$ cat src/rtl/seg_xlate.sv
module seg_xlate #(
  parameter int ENTRIES = 64,
  parameter int PA_W    = 24,
  localparam int IDXW   = $clog2(ENTRIES),
  localparam int SLICE  = 14,
  localparam int BASEW  = PA_W - SLICE,
  localparam int LENW   = SLICE + 1
) (
  input  logic             clk,
  input  logic             rst_n,
  input  logic             go_prot,
  input  logic             tw_en,
  input  logic [IDXW-1:0]  tw_idx,
  input  logic             tw_valid,
  input  logic [BASEW-1:0] tw_base,
  input  logic [LENW-1:0]  tw_len,
  input  logic             tw_wr_ok,
  input  logic             ww_en,
  input  logic [1:0]       ww_sel,
  input  logic [IDXW-1:0]  ww_idx,
  input  logic             req_valid,
  input  logic             req_flat,
  input  logic             req_fetch,
  input  logic             req_write,
  input  logic [31:0]      req_addr,
  output logic             rsp_valid,
  output logic [PA_W-1:0]  rsp_paddr,
  output logic             rsp_fault,
  output logic [2:0]       rsp_cause,
  output logic             prot_mode
);
  localparam int SLW = 32 - SLICE;
  localparam logic [SLW-1:0] ENT_LIM = SLW'(ENTRIES);
  localparam logic [2:0] C_OK = 3'd0, C_WIN = 3'd1, C_SLICE = 3'd2, C_LEN = 3'd3,
                         C_WP = 3'd4, C_FETCH = 3'd5, C_TEST = 3'd6;

  logic             ent_v  [ENTRIES];
  logic             ent_wr [ENTRIES];
  logic [BASEW-1:0] ent_base [ENTRIES];
  logic [LENW-1:0]  ent_len  [ENTRIES];
  logic [IDXW-1:0]  win [4];

  logic        r_flat, r_fetch, r_write, r_prot;
  logic [31:0] r_addr;

  always_ff @(posedge clk or negedge rst_n) begin
    if (!rst_n) begin
      prot_mode <= 1'b0;
      rsp_valid <= 1'b0;
      r_flat    <= 1'b0;
      r_fetch   <= 1'b0;
      r_write   <= 1'b0;
      r_prot    <= 1'b0;
      r_addr    <= '0;
      for (int i = 0; i < 4; i++) win[i] <= '0;
      for (int i = 0; i < ENTRIES; i++) begin
        ent_v[i]  <= 1'b0;
        ent_wr[i] <= 1'b0;
      end
    end else begin
      if (go_prot) prot_mode <= 1'b1;
      if (tw_en) begin
        ent_v[tw_idx]  <= tw_valid;
        ent_wr[tw_idx] <= tw_wr_ok;
      end
      if (ww_en) win[ww_sel] <= ww_idx;
      rsp_valid <= req_valid;
      if (req_valid) begin
        r_flat  <= req_flat;
        r_fetch <= req_fetch;
        r_write <= req_write;
        r_prot  <= prot_mode;
        r_addr  <= req_addr;
      end
    end
  end

  always_ff @(posedge clk) begin
    if (tw_en) begin
      ent_base[tw_idx] <= tw_base;
      ent_len[tw_idx]  <= tw_len;
    end
  end

  wire [SLW-1:0]   slice_no  = r_addr[31:SLICE];
  wire             slice_oob = slice_no >= ENT_LIM;
  wire [SLICE-1:0] off       = r_addr[SLICE-1:0];
  wire [IDXW-1:0]  idx       = r_flat ? slice_no[IDXW-1:0] : win[r_addr[15:14]];

  logic [2:0] cause;
  always_comb begin
    cause = C_OK;
    if (!r_prot) begin
      if (r_flat) cause = C_TEST;
    end else if (r_flat && r_fetch)                     cause = C_FETCH;
    else if (r_flat && (slice_oob || !ent_v[idx]))      cause = C_SLICE;
    else if (!r_flat && !ent_v[idx])                    cause = C_WIN;
    else if ({1'b0, off} >= ent_len[idx])               cause = C_LEN;
    else if (r_write && !ent_wr[idx])                   cause = C_WP;
  end

  assign rsp_cause = rsp_valid ? cause : C_OK;
  assign rsp_fault = rsp_cause != C_OK;
  assign rsp_paddr = (!rsp_valid || rsp_fault) ? '0 :
                     r_prot ? {ent_base[idx], off} : PA_W'(r_addr[15:0]);

  p_oneway_r9: assert property (@(posedge clk) disable iff (!rst_n)
    prot_mode |=> prot_mode);
  p_enter_r9: assert property (@(posedge clk) disable iff (!rst_n)
    go_prot |=> prot_mode);
  p_rsp_follow_r10: assert property (@(posedge clk) disable iff (!rst_n)
    req_valid |=> rsp_valid);
  p_rsp_idle_r10: assert property (@(posedge clk) disable iff (!rst_n)
    !req_valid |=> !rsp_valid);
  p_fault_zero_r10: assert property (@(posedge clk) disable iff (!rst_n)
    rsp_fault |-> (rsp_paddr == '0 && rsp_valid));
  p_flat_fetch_r4: assert property (@(posedge clk) disable iff (!rst_n)
    (rsp_valid && r_prot && r_flat && r_fetch) |-> rsp_cause == C_FETCH);
  p_test_low_r8: assert property (@(posedge clk) disable iff (!rst_n)
    (rsp_valid && !r_prot) |-> rsp_paddr[PA_W-1:16] == '0);
  p_test_flat_r8: assert property (@(posedge clk) disable iff (!rst_n)
    (rsp_valid && !r_prot && r_flat) |-> rsp_cause == C_TEST);
endmodule

$ cat config.mk
export PLATFORM = sky130hd
export DESIGN_NAME = seg_xlate
export DESIGN_NICKNAME = d
export VERILOG_FILES = /design/src/rtl/seg_xlate.sv
export SDC_FILE = /design/constraint.sdc
export NUM_CORES = 2
export LEC_CHECK = 0
export ABC_AREA = 1
export BUFFER_PORTS_ARGS = -buffer_cell sky130_fd_sc_hd__buf_2
export CAP_MARGIN = 0
export CORE_UTILIZATION = 35
export DETAILED_ROUTE_END_ITERATION = 8
export HOLD_SLACK_MARGIN = 0.08
export PLACE_DENSITY = 0.51
export SYNTH_ARGS = -nofsm -noshare
export SYNTH_HDL_FRONTEND = slang
export SYNTH_SLANG_ARGS = --single-unit
$ cat constraint.sdc
create_clock -name clk -period 13.9 [get_ports clk]
set_input_delay 2.78 -clock clk [delete_from_list [all_inputs] [get_ports clk]]
set_output_delay 2.78 -clock clk [all_outputs]
set_load 0.05 [all_outputs]
==> summary.md <==
| Metric | Value |
|---|---|
| Largest net degree at the start of global routing | `between 100 and 150` |
| Critical path class | `reg2out` |
| Drt pass-1 iters | `6` |
| Ys flop type | `edfxtp_1` |
| Reg clk slew, reported paths | `60 ps` |
| Die Y | `between 400 and 500 µm` |
| Critical Path End Type | `primary output` |
| Io pins | `roughly 110` |
| Register area share after synthesis | `~73%` |
| Synthesized netlist cell count | `slightly below 6,000` |
| Worst R2R End | `r_addr[14]` |
| CP max stage delay | `710 ps` |
| CTS Buf Count | `190` |
| Final cell count without fillers | `slightly below 9,000` |
| Core Rows | `approximately 170` |
| Peak Freq | `slightly below 100 MHz` |
| Filler instances | `approximately 19,000` |
| Iteration-0 DRC Markers | `around 5,100` |
| Total Die Area | `around 210,000 µm²` |
| EDFF count, synth | `approximately 1,600` |
| Post-route cell area | `~80,000 µm²` |
| GRT Residual Overflow | `0` |
| Vias in the first global route | `approximately 46,000` |
| CTS Hold Buffers Added | `0` |
| Port Buf Inserts | `111` |
| Via count | `approximately 48,000` |
| Clk_skew | `between 1.5 and 2 ps` |
| Synthesized Nets | `about 5,900` |
| Nets | `about 6,000` |
| Core area | `between 200,000 and 250,000 µm²` |
| Final Hold Vio Count | `0` |
| Tot GR Track Use | `between 20% and 30%` |
| Setup bufs post-CTS | `0` |
| Leak | `27.7 nW` |
| Post-DP HPWL | `around 120,000 µm` |
| Worst-Margin Slew | `1260 ps` |
| Status | `complete, no violations` |
| Slowest-stage cell, CP | `nand2_8` |
| Cell at the root of the clock tree | `clkbuf_16` |
| Cell variety after synth | `33` |
| Min Clock Period, post-route | `between 10,000 and 15,000 ps` |
| Slew Limit Fails | `0` |
| WL per Instance | `between 20 and 30 µm` |
| CP Data Required Time | `around 11,000 ps` |
| Hold Path Sink | `ent_v[59]` |
| Post-synth design cell area | `approximately 72,000 µm²` |
| Cell depth of the worst flop-to-flop path | `2` |
| Hold slack | `~490 ps` |
| Final antenna-violating net count | `0` |
| PwrDens | `roughly 160 nW/µm²` |
| # placed instances | `between 8,000 and 9,000` |
| Arrival @ worst endpoint | `around 7400 ps` |
| R2R Path Start | `r_addr[14]` |
| Setup TNS | `0 ps` |
| Setup Viol. Count Final | `0` |
| Register bit total from synthesis | `~1,800` |
| Worst Hold Class | `reg2reg` |
| Min-delay src | `ent_v[59]` |
| Share of layout cells above drive strength 1 | `under 10%` |
| Post_cts resized | `0` |
| Initial antenna violation count | `18` |
| Hold Crit Depth | `2` |
| Share of flip-flops with an asynchronous set or reset | `10.6%` |
| Top delay family on crit path | `simple AND/OR/NAND/NOR gates` |
| Post-Syn Area per Cell | `roughly 12 µm²` |
| RePlAce Congestion | `~0.80` |
| Clock sinks | `between 1,500 and 2,000` |
| Commonest non-fill, non-tap cells in the layout | `1,600 x edfxtp_1, 1,055 x nand2_1, 646 x nand3_1, 540 x o21ai_0, 448 x nor2_1` |
| DP Area | `76,300 µm²` |
| Ys Warns | `0` |
| Die Wd | `~460 µm` |
| CTS tree | `built` |
| Worst-Skew Late Latency | `approximately 840 ps` |
| Most common cell after layout, fill and taps aside | `edfxtp_1` |
| Initial Util | `a little over a third` |
| Buf/Inv on CP | `5` |
| Final worst-path cycle share | `73.3%` |
| Crit path max fanout | `between 100 and 150` |
| CTS max path bufs | `3` |
| DRC Markers | `0` |
| Vias per Instance | `about 5.5` |
| Most common cell on crit path | `nand2_1` |
| Slew HR | `~16%` |
| First-pass GRT wire length | `approximately 330,000 µm` |
| Max Cap Viol | `0` |
| Unrepaired setup endpoints after global routing | `no` |
| R2R Setup Slk | `12,810 ps` |
| H-tree depth | `4` |
| Max rail drop VDD | `just over 0.09 mV` |
| Area Overhead vs Synth | `13.6%` |
| Startpoint Class | `flop` |
| Final WL | `between 200,000 and 250,000 µm` |
[tightest hold or removal path, cell delays in order (launching register included)]
cell and delay, ps:
dfrtp_1 330, nand2_1 50, o21ai_0 60
[area by class of cell]
class / instances / area [µm²] / area share [%]
Sequential cell: 1790 / 52800 / 64.2
Multi-Input combinational cell: 3465 / 17600 / 21.4
Clock buffer: 266 / 5170 / 6.28
Tap cell: 2688 / 3360 / 4.09
Timing Repair Buffer: 261 / 1830 / 2.22
Clock inverter: 88 / 797 / 0.969
Inverter: 188 / 711 / 0.864
Antenna cell: 5 / 12.5 / 0.0152
[metrics by stage]
stage	worst slack (ps)	power, W	utilization, %
after CTS	3410	0.0132	40.1
final	3710	0.0131	40.1
after global routing	3040	0.0136	40.1
after floorplan	6480	0.00749	-
after detailed placement	4350	0.00829	37.2
after global placement	4350	0.00828	37.2
[power by group]
part           internal (W)  switching, W
clock               0.00276       0.00216
sequential          0.00599     0.0000491
combinational      0.000580       0.00157
[metal layers]
layer  vias up  part of all wire (%)  GRT usage (%)
met5         -                 0.024              0
met4         8                   2.6           6.25
met3       333                   7.3           3.69
met2      1784                    46           34.2
met1     24200                    44           30.0
li1      21500                     -              -
[worst max path at each step]
| stage | start | end | slack, ps | depth (start not counted) |
|---|---|---|---|---|
| after global placement | r_flat | rsp_paddr[15] | 4350 | 30 |
| final | r_flat | rsp_paddr[15] | 3710 | 31 |
| after detailed placement | r_flat | rsp_paddr[15] | 4350 | 31 |
| after CTS | r_flat | rsp_paddr[15] | 3410 | 31 |
| after floorplan | r_addr[14] | rsp_paddr[10] | 6480 | 34 |
| after global routing | r_flat | rsp_paddr[15] | 3040 | 31 |
[sequential cells by signal, summed over array words and instances (netlist names)]
register / cells
ent_base: 640
ent_len: 960
ent_v: 64
ent_wr: 64
prot_mode: 1
r_addr: 32
r_fetch: 1
r_flat: 1
r_prot: 1
r_write: 1
rsp_valid: 1
win: 24
[cells in the mapped netlist, types with 106 or more instances]
library cell  count  share of area [%]
buf_2           156                1.1
nor2_1          512                2.7
clkbuf_1        186               0.96
o211ai_1        203                2.1
o22ai_1         106               0.92
inv_1           180               0.93
dfrtp_1         190                6.6
nand2_1        1057                5.5
o21ai_0         540                3.7
edfxtp_1       1600                 66
nand3_1         646                4.5
a21oi_1         152                1.1
[cells by family (layout without fill, tap and decap cells)]
logic type      after synthesis  in the layout  synth area share (%)
compound gates             1196           1196                  10.3
mux                           5              5                0.0778
other cells                   0              5                     0
buf+inv                     589            803                  3.53
simple gates               2250           2250                  12.9
fa+ha+maj                    14             14                 0.242
flops                      1790           1790                  72.9
Power figures use the tool's default switching activity.
